===== config.mk =====
export PLATFORM = sky130hd
export DESIGN_NAME = pi_nco_pll
export DESIGN_NICKNAME = d
export VERILOG_FILES = /design/src/rtl/pll_pkg.sv /design/src/rtl/phase_acc.sv /design/src/rtl/phase_det.sv /design/src/rtl/pi_filter.sv /design/src/rtl/pi_nco_pll.sv
export SDC_FILE = /design/constraint.sdc
export NUM_CORES = 1
export LEC_CHECK = 0
export BUFFER_PORTS_ARGS = -buffer_cell sky130_fd_sc_hd__buf_2
export CAP_MARGIN = 10
export CORE_MARGIN = 3
export CORE_UTILIZATION = 45
export CTS_CLUSTER_DIAMETER = 80
export DETAILED_ROUTE_END_ITERATION = 8
export SLEW_MARGIN = 20
export SYNTH_ARGS = -nofsm -noshare
export SYNTH_HDL_FRONTEND = slang
export SYNTH_SLANG_ARGS = --single-unit
export TNS_END_PERCENT = 30

===== constraint.sdc =====
create_clock -name clk_i -period 24.5 [get_ports clk_i]
set_clock_uncertainty 0.1 [all_clocks]
set_input_delay 7.35 -clock clk_i [delete_from_list [all_inputs] [get_ports clk_i]]
set_output_delay 7.35 -clock clk_i [all_outputs]
set_load 0.02 [all_outputs]

===== src/rtl/pll_pkg.sv =====
package pll_pkg;
  typedef logic signed [63:0] wide_t;

  function automatic wide_t smax(input int unsigned w);
    return (64'sd1 <<< (w - 1)) - 64'sd1;
  endfunction

  function automatic wide_t smin(input int unsigned w);
    return -(64'sd1 <<< (w - 1));
  endfunction

  function automatic wide_t clamp(input wide_t x, input wide_t lo, input wide_t hi);
    if (x < lo) return lo;
    if (x > hi) return hi;
    return x;
  endfunction
endpackage


===== src/rtl/phase_acc.sv =====
module phase_acc #(
  parameter int unsigned ACC_W = 12
) (
  input  logic             clk_i,
  input  logic             rst_ni,
  input  logic [ACC_W-1:0] steer_i,
  output logic             carry_o,
  output logic [ACC_W-1:0] next_o,
  output logic [ACC_W-1:0] phase_o,
  output logic             wrap_o
);
  logic [ACC_W:0] sum;

  assign sum     = {1'b0, phase_o} + {1'b0, steer_i};
  assign carry_o = sum[ACC_W];
  assign next_o  = sum[ACC_W-1:0];

  always_ff @(posedge clk_i or negedge rst_ni) begin
    if (!rst_ni) begin
      phase_o <= '0;
      wrap_o  <= 1'b0;
    end else begin
      phase_o <= next_o;
      wrap_o  <= carry_o;
    end
  end

  // after a carry the remainder is below the step; otherwise phase moved forward
  a_r1_wrap_remainder: assert property (@(posedge clk_i) disable iff (!rst_ni)
    carry_o |=> wrap_o && (phase_o < $past(steer_i)));
  a_r1_no_wrap_advance: assert property (@(posedge clk_i) disable iff (!rst_ni)
    !carry_o |=> !wrap_o && (phase_o >= $past(steer_i)));
endmodule


===== src/rtl/phase_det.sv =====
module phase_det #(
  parameter int unsigned ACC_W = 12
) (
  input  logic                    clk_i,
  input  logic                    rst_ni,
  input  logic                    upd_i,
  input  logic [ACC_W-1:0]        phase_in_i,
  input  logic [ACC_W-1:0]        ref_i,
  output logic signed [ACC_W-1:0] err_o,
  output logic signed [ACC_W-1:0] perr_o
);
  // modulo difference, read signed: short way round the circle
  assign err_o = phase_in_i - ref_i;

  always_ff @(posedge clk_i or negedge rst_ni) begin
    if (!rst_ni)    perr_o <= '0;
    else if (upd_i) perr_o <= err_o;
  end

  // error only moves on an update event
  a_r3_perr_hold: assert property (@(posedge clk_i) disable iff (!rst_ni)
    !upd_i |=> $stable(perr_o));
endmodule


===== src/rtl/pi_filter.sv =====
module pi_filter
  import pll_pkg::*;
#(
  parameter int unsigned ACC_W   = 12,
  parameter int unsigned INT_W   = 16,
  parameter int unsigned SHIFT_W = 4
) (
  input  logic                    clk_i,
  input  logic                    rst_ni,
  input  logic                    upd_i,
  input  logic signed [ACC_W-1:0] err_i,
  input  logic [SHIFT_W-1:0]      kp_shift_i,
  input  logic [SHIFT_W-1:0]      ki_shift_i,
  input  logic [ACC_W-1:0]        nominal_i,
  output logic signed [INT_W-1:0] integ_o,
  output logic [ACC_W-1:0]        steer_o
);
  localparam wide_t INT_MAX   = smax(INT_W);
  localparam wide_t INT_MIN   = smin(INT_W);
  localparam wide_t STEER_MAX = (64'sd1 <<< ACC_W) - 64'sd1;

  logic signed [INT_W-1:0] corr_q;
  logic signed [INT_W-1:0] int_nx;
  logic signed [INT_W-1:0] corr_nx;

  assign int_nx  = INT_W'(clamp(64'(integ_o) + (64'(err_i) >>> ki_shift_i), INT_MIN, INT_MAX));
  assign corr_nx = INT_W'(clamp(64'(int_nx) + (64'(err_i) >>> kp_shift_i), INT_MIN, INT_MAX));
  // step never 0 so the loop keeps updating
  assign steer_o = ACC_W'(clamp(64'(nominal_i) + 64'(corr_q), 64'sd1, STEER_MAX));

  always_ff @(posedge clk_i or negedge rst_ni) begin
    if (!rst_ni) begin
      integ_o <= '0;
      corr_q  <= '0;
    end else if (upd_i) begin
      integ_o <= int_nx;
      corr_q  <= corr_nx;
    end
  end

  // integrator frozen between updates
  a_r4_integ_hold: assert property (@(posedge clk_i) disable iff (!rst_ni)
    !upd_i |=> $stable(integ_o));
  // steering word stays non-zero
  a_r2_steer_nonzero: assert property (@(posedge clk_i) disable iff (!rst_ni)
    steer_o != '0);
endmodule


===== src/rtl/pi_nco_pll.sv =====
module pi_nco_pll #(
  parameter int unsigned ACC_W   = 12,
  parameter int unsigned INT_W   = 16,
  parameter int unsigned SHIFT_W = 4
) (
  input  logic                    clk_i,
  input  logic                    rst_ni,
  input  logic [ACC_W-1:0]        phase_in_i,
  input  logic [ACC_W-1:0]        nominal_i,
  input  logic [SHIFT_W-1:0]      kp_shift_i,
  input  logic [SHIFT_W-1:0]      ki_shift_i,
  output logic                    wrap_o,
  output logic [ACC_W-1:0]        phase_o,
  output logic signed [ACC_W-1:0] perr_o,
  output logic signed [INT_W-1:0] integ_o
);
  logic                    carry;
  logic [ACC_W-1:0]        next_phase;
  logic [ACC_W-1:0]        steer;
  logic signed [ACC_W-1:0] err;

  phase_acc #(.ACC_W(ACC_W)) u_acc (
    .clk_i   (clk_i),
    .rst_ni  (rst_ni),
    .steer_i (steer),
    .carry_o (carry),
    .next_o  (next_phase),
    .phase_o (phase_o),
    .wrap_o  (wrap_o)
  );

  phase_det #(.ACC_W(ACC_W)) u_det (
    .clk_i      (clk_i),
    .rst_ni     (rst_ni),
    .upd_i      (carry),
    .phase_in_i (phase_in_i),
    .ref_i      (next_phase),
    .err_o      (err),
    .perr_o     (perr_o)
  );

  pi_filter #(.ACC_W(ACC_W), .INT_W(INT_W), .SHIFT_W(SHIFT_W)) u_filt (
    .clk_i      (clk_i),
    .rst_ni     (rst_ni),
    .upd_i      (carry),
    .err_i      (err),
    .kp_shift_i (kp_shift_i),
    .ki_shift_i (ki_shift_i),
    .nominal_i  (nominal_i),
    .integ_o    (integ_o),
    .steer_o    (steer)
  );
endmodule


# After elaboration in Yosys (flattened, before gate mapping)
# Cells that the tools add are included.
# classes
addsub	5
magnitude_cmp	6
muxes	21
n_shift	2
# ops
op	n
$add A16 B64 Y64	2
$gt A64 B16 Y1 const B	2
$lt A64 B16 Y1 const B	2
$mux W16	8
$sshr A12 B4 Y64	2
$mux W12	4
$add A13 B16 Y17	1
$gt A17 B13 Y1 const B	1
$lt A17 B2 Y1 const B	1
$add A12 B12 Y13	1
$sub A12 B12 Y12	1
$mux W1	9
# totals
wordCells	39
ff_bits	57
output_inout_bits	41

# Longest topological paths before layout
# logic_depth
word_depth	21
ltp_mapped	77
ltp_nobuf	74

# By module
# From an unflattened synthesis, not the netlist that was laid out.
# unflattened
hier_cells	940
area_unflattened_um2	8429.3
# modules_own_cells
module	cells_each	n_inst	seq_area_each_um2	area_per_inst_um2
pi_filter	736	1	800.8	6467.5
phase_det	108	1	300.3	1008.5
phase_acc	96	1	325.3	953.4

# Least setup slack after synthesis
# No wires, ideal clock.
# synth_timing
path_kind	input-to-reg
start	input nominal_i[1]
end	register u_filt.corr_q[14]
cell_stages	70
t_required_ns	24.335
arrival_ns	23.625
path_slack_ns	0.709
setup_time_ns	0.065
path_cell_list	ha_1 a21o_1 a21oi_1 o21ai_0 a21oi_1 o21a_1 o21ai_0 o41ai_1 a21oi_1 mux2i_1 clkbuf_1 nand3b_1 ha_1 fa_1 a21o_1 a22oi_1 a211oi_1 o21ai_0 (+34 left out) a21boi_0 o21ai_0 a21oi_1 a41oi_1 a21bo_2 nor2_1 o21ai_0 nand2b_1 fa_1 nor4bb_1 nand4_1 or4_1 nor4_1 a21oi_1 nand2_1 a41o_1 clkbuf_1 o221a_2
# synth_via
elab_chain_len	21
# synth_rtl
element	line	text
start, declared	pi_nco_pll.sv:9	input logic [ACC_W-1:0] nominal_i,
$add A13 B16 Y17 *	pi_filter.sv:29	assign steer_o = ACC_W'(clamp(64'(nominal_i) + 64'(corr_q), 64'sd1, STEER_MAX));
$gt A17 B13 Y1	pll_pkg.sv:14	if (x > hi) return hi;
$mux W1 (2 in a row)	pll_pkg.sv:14	
$mux W12	pll_pkg.sv:15	return x;
$mux W12 *	pll_pkg.sv:14	
$add A12 B12 Y13 *	phase_acc.sv:14	assign sum = {1'b0, phase_o} + {1'b0, steer_i};
$sub A12 B12 Y12 *	phase_det.sv:13	assign err_o = phase_in_i - ref_i;
via err[11]	pi_nco_pll.sv:20	logic signed [ACC_W-1:0] err;
(+5 left out)	--	
$mux W16	pll_pkg.sv:15	
$mux W16 *	pll_pkg.sv:14	
via u_filt.int_nx[2]	pi_filter.sv:23	logic signed [INT_W-1:0] int_nx;
$add A16 B64 Y64 *	pi_filter.sv:27	assign corr_nx = INT_W'(clamp(64'(int_nx) + (64'(err_i) >>> kp_shift_i), INT_MIN, INT_MAX));
$gt A64 B16 Y1	pll_pkg.sv:14	
$mux W1 (2 in a row)	pll_pkg.sv:14	
$mux W16	pll_pkg.sv:15	
$mux W16 *	pll_pkg.sv:14	
end signal, assigned	pi_filter.sv:37	corr_q <= corr_nx;
end, declared	pi_filter.sv:22	logic signed [INT_W-1:0] corr_q;
# Mark *: on every way through the listed nets, which the timed path passes. The rest lies on a longest branch. The select of a mux whose other input is x is not followed.
# A chain may end at the register's enable or synchronous reset.

# Worst setup path in the final report
# layout_timing
start	input nominal_i[1]
end	register u_filt.corr_q[0]
# layout_via
elab_chain_len	21
# layout_rtl
element	line	text
$add A13 B16 Y17 *	pi_filter.sv:29	
$gt A17 B13 Y1	pll_pkg.sv:14	
$mux W1 (2 in a row)	pll_pkg.sv:14	
$mux W12	pll_pkg.sv:15	
$mux W12 *	pll_pkg.sv:14	
$add A12 B12 Y13 *	phase_acc.sv:14	
$sub A12 B12 Y12 *	phase_det.sv:13	
$sshr A12 B4 Y64 *	pi_filter.sv:26	assign int_nx = INT_W'(clamp(64'(integ_o) + (64'(err_i) >>> ki_shift_i), INT_MIN, INT_MAX));
(+4 left out)	--	
$mux W16	pll_pkg.sv:15	
$mux W16 *	pll_pkg.sv:14	
via u_filt.int_nx[1]	pi_filter.sv:23	
$add A16 B64 Y64 *	pi_filter.sv:27	
$gt A64 B16 Y1	pll_pkg.sv:14	
$mux W1 (2 in a row)	pll_pkg.sv:14	
$mux W16	pll_pkg.sv:15	
$mux W16 *	pll_pkg.sv:14	
# Marks and branches as above.

==> results_dict.tcl <==
set metrics [dict create \
    multiInputGateArea_mm2 0.00630 \
    tns_ps 0 \
    grt_pass1_vias 6886 \
    rrSetupSlack_ps 7970 \
    avgSynthCellArea_um2 8.70 \
    gr-total-overflow 0 \
    grt_antenna_before_repair 0 \
    routed.top_layer "met4" \
    seq_area_frac_synth_pct 17.8 \
    synth_edf_count 0 \
    critical_path_required_ps 24670 \
    timing.hold.ws_ps 367 \
    synthCells 920 \
    syn_area_mm2 0.00801 \
    postSynth.asyncResetShare_pct 100 \
    dp_worst_setup_slack_ps 83.7 \
    fin_nets 1136 \
    yosysWarnings 0 \
    vias_per_cell 5.86 \
    grt_pass1_wl_mm 34.9 \
    crit_top_cell "a21oi_1" \
    die-height_um 139 \
    worstMarginPinSlew_ps 925 \
    hold_violations 0 \
    yosys.area.top_type "dfrtp_1" \
    htree_levels 3 \
    clock_latency_ps 340 \
    grt_max_degree 58 \
    rows 48 \
    avgRoutedWirePerCell_um 17.6 \
    synthTopCellsByArea "dfrtp_1 18%, fa_1 13%, ha_1 10%" \
    place_area_mm2 0.00862 \
    clock-root-buffer "clkbuf_16" \
    pin_count 75 \
    relSlewSlack_pct 38.4 \
    wl_met3_mm 1.14 \
    final_area_mm2 0.00903 \
    ctsHoldBuffers 0 \
    drtIter0Drc 537 \
    wl_met1_mm 9.84 \
    synth_fp_nets 1071 \
    postRouteAntennaNets 0 \
    path_class "input port to flop" \
    die_w_um 139 \
    cts_made_buffers 9 \
    start_util_pct 46.1 \
    cts_buffer_depth 2 \
    dieArea_mm2 0.0194 \
    dr.pass1.iters 5 \
    fillers 1651 \
    setup_viol 0 \
    antenna_cells 0 \
    cp-end-kind "flop" \
    area_growth_pct 12.8 \
    core_mm2 0.0174 \
    setup_ws_ps 1270 \
    via_count 7118 \
    regArea_mm2 0.00143 \
    max_freq_mhz 43.0 \
    drv_cap 0 \
    min_path_type "flop to flop" \
    wl_mm 21.4 \
    synth_top_area_share_pct 17.8 \
    crit_slowest_cell "mux4_2" \
    place_hpwl_mm 16.8 \
    drv_slew 0 \
    portBuffers 74 \
    drc 0 \
    gp_congestion 0.874 \
    fin_crit_ps 23230 \
    synth_flop_cell "dfrtp_1" \
    ys_ff_latch 57 \
    grt_use_total_pct 21.9 \
    min_period_over_period_pct 94.8 \
    path_max_fanout 25 \
    arrival_ps 23400 \
    synth_cell_type_count 94 \
    cts_tree "built" \
    cts.sinks 57 \
    wl_met2_mm 10.2 \
    startpoint_type "input port" \
    status "finished clean" \
    slowest_delay_ps 550 \
    drive_above_1_share_pct 18.4 \
    cts.clk_slew.worst_paths_ps 50 \
]
registers in the layout, summed over array words and instances (netlist names):
| name | cells |
|---|---|
| u_filt.corr_q | 16 |
| u_acc.wrap_o | 1 |
| u_det.perr_o | 12 |
| u_filt.integ_o | 16 |
| u_acc.phase_o | 12 |
kinds of logic (layout without fill, tap and decap cells):
| logic type | count (synthesis) | after routing | synth area share [%] |
|---|---|---|---|
| mux | 25 | 25 | 3.53 |
| simple gates | 288 | 288 | 18.4 |
| xor+xnor | 57 | 57 | 7.41 |
| buf+inv | 92 | 162 | 4.63 |
| flops | 57 | 57 | 17.8 |
| fa+ha+maj | 118 | 118 | 23.2 |
| compound gates | 283 | 283 | 25.0 |
cells in the mapped netlist, drive strengths merged (4+ instances only):
cell	instances
nor4	4
fa	51
or2	5
nand2b	15
nor4bb	9
a21o	24
a31oi	11
a211o	5
xnor2	33
nand2	74
a21boi	4
dfrtp	57
clkbuf	32
a211oi	12
and3	5
o21a	11
nor3	19
ha	66
nand4b	6
buf	6
a31o	5
nand4	13
nor2	87
o21ai	47
xor2	24
nor2b	7
mux2	6
nand3	14
o221a	15
o211ai	7
or4	4
inv	52
mux2i	17
nor4b	5
a21oi	82
o31ai	14
nand3b	5
o21bai	6
stage by stage:
step	util, %	std cells
floorplan	-	920
global placement	49.6	1196
detailed placement	49.6	1196
CTS	51.4	1212
global route	52.0	1215
finish	52.0	1215
cell type report:
type | instances | share of cell area [%]
clock inverter | 2 | 0.388
sequential | 57 | 15.8
timing repair buffer | 92 | 5.60
tap | 225 | 3.12
inverter | 54 | 2.33
multi-input combinational | 771 | 69.7
clock buffer | 14 | 3.03
worst max-delay path, delay by kind of cell:
| kind | cells | cell delay [ps] |
|---|---|---|
| adder cells (fa/ha/maj) | 11 | 3420 |
| AO/OA/AOI/OAI | 36 | 7280 |
| buffers and inverters | 8 | 950 |
| AND/OR/NAND/NOR | 12 | 3070 |
| multiplexers | 2 | 800 |
| XOR/XNOR | 2 | 460 |
worst paths after layout:
kind | from | to | cells after the start
setup reg to reg | u_filt.corr_q[1]$_DFFE_PN0P_ | u_filt.corr_q[0]$_DFFE_PN0P_ | 70
hold / removal | u_det.perr_o[4]$_DFFE_PN0P_ | u_det.perr_o[4]$_DFFE_PN0P_ | 2
hold reg to reg | u_det.perr_o[4]$_DFFE_PN0P_ | u_det.perr_o[4]$_DFFE_PN0P_ | 2
min in group asynchronous | rst_ni | u_det.perr_o[9]$_DFFE_PN0P_ | 2
setup / recovery | nominal_i[1] | u_filt.corr_q[0]$_DFFE_PN0P_ | 71
max in group asynchronous | rst_ni | u_acc.phase_o[6]$_DFF_PN0_ | 2
cell usage in the layout, fill, tap and decap left out, types with 13 or more instances in the layout:
cell type / instances
nand2_1: 74
nor3_1: 19
o21ai_0: 40
o221a_2: 15
dfrtp_1: 57
ha_1: 66
xnor2_1: 27
a21o_1: 24
inv_1: 48
mux2i_1: 16
nand3_1: 14
buf_2: 74
fa_1: 50
nand4_1: 13
nand2b_1: 15
buf_4: 18
a21oi_1: 76
xor2_1: 22
nor2_1: 86
metal layers:
| metal | GRT usage (%) | vias to the layer above |
|---|---|---|
| li1 | - | 3491 |
| met1 | 30.0 | 3411 |
| met2 | 35.6 | 194 |
| met3 | 4.91 | 22 |
| met4 | 4.63 | 0 |
| met5 | 0 | - |
repair_timing:
item | 4_1_cts | 5_1_grt
buffers inserted | 0 | 3
setup endpoints to repair | 0 | 15
gates resized for setup | 0 | 17
Power is not shown: default switching activity piles up to over one toggle a cycle in this logic, so the estimate is an artifact.
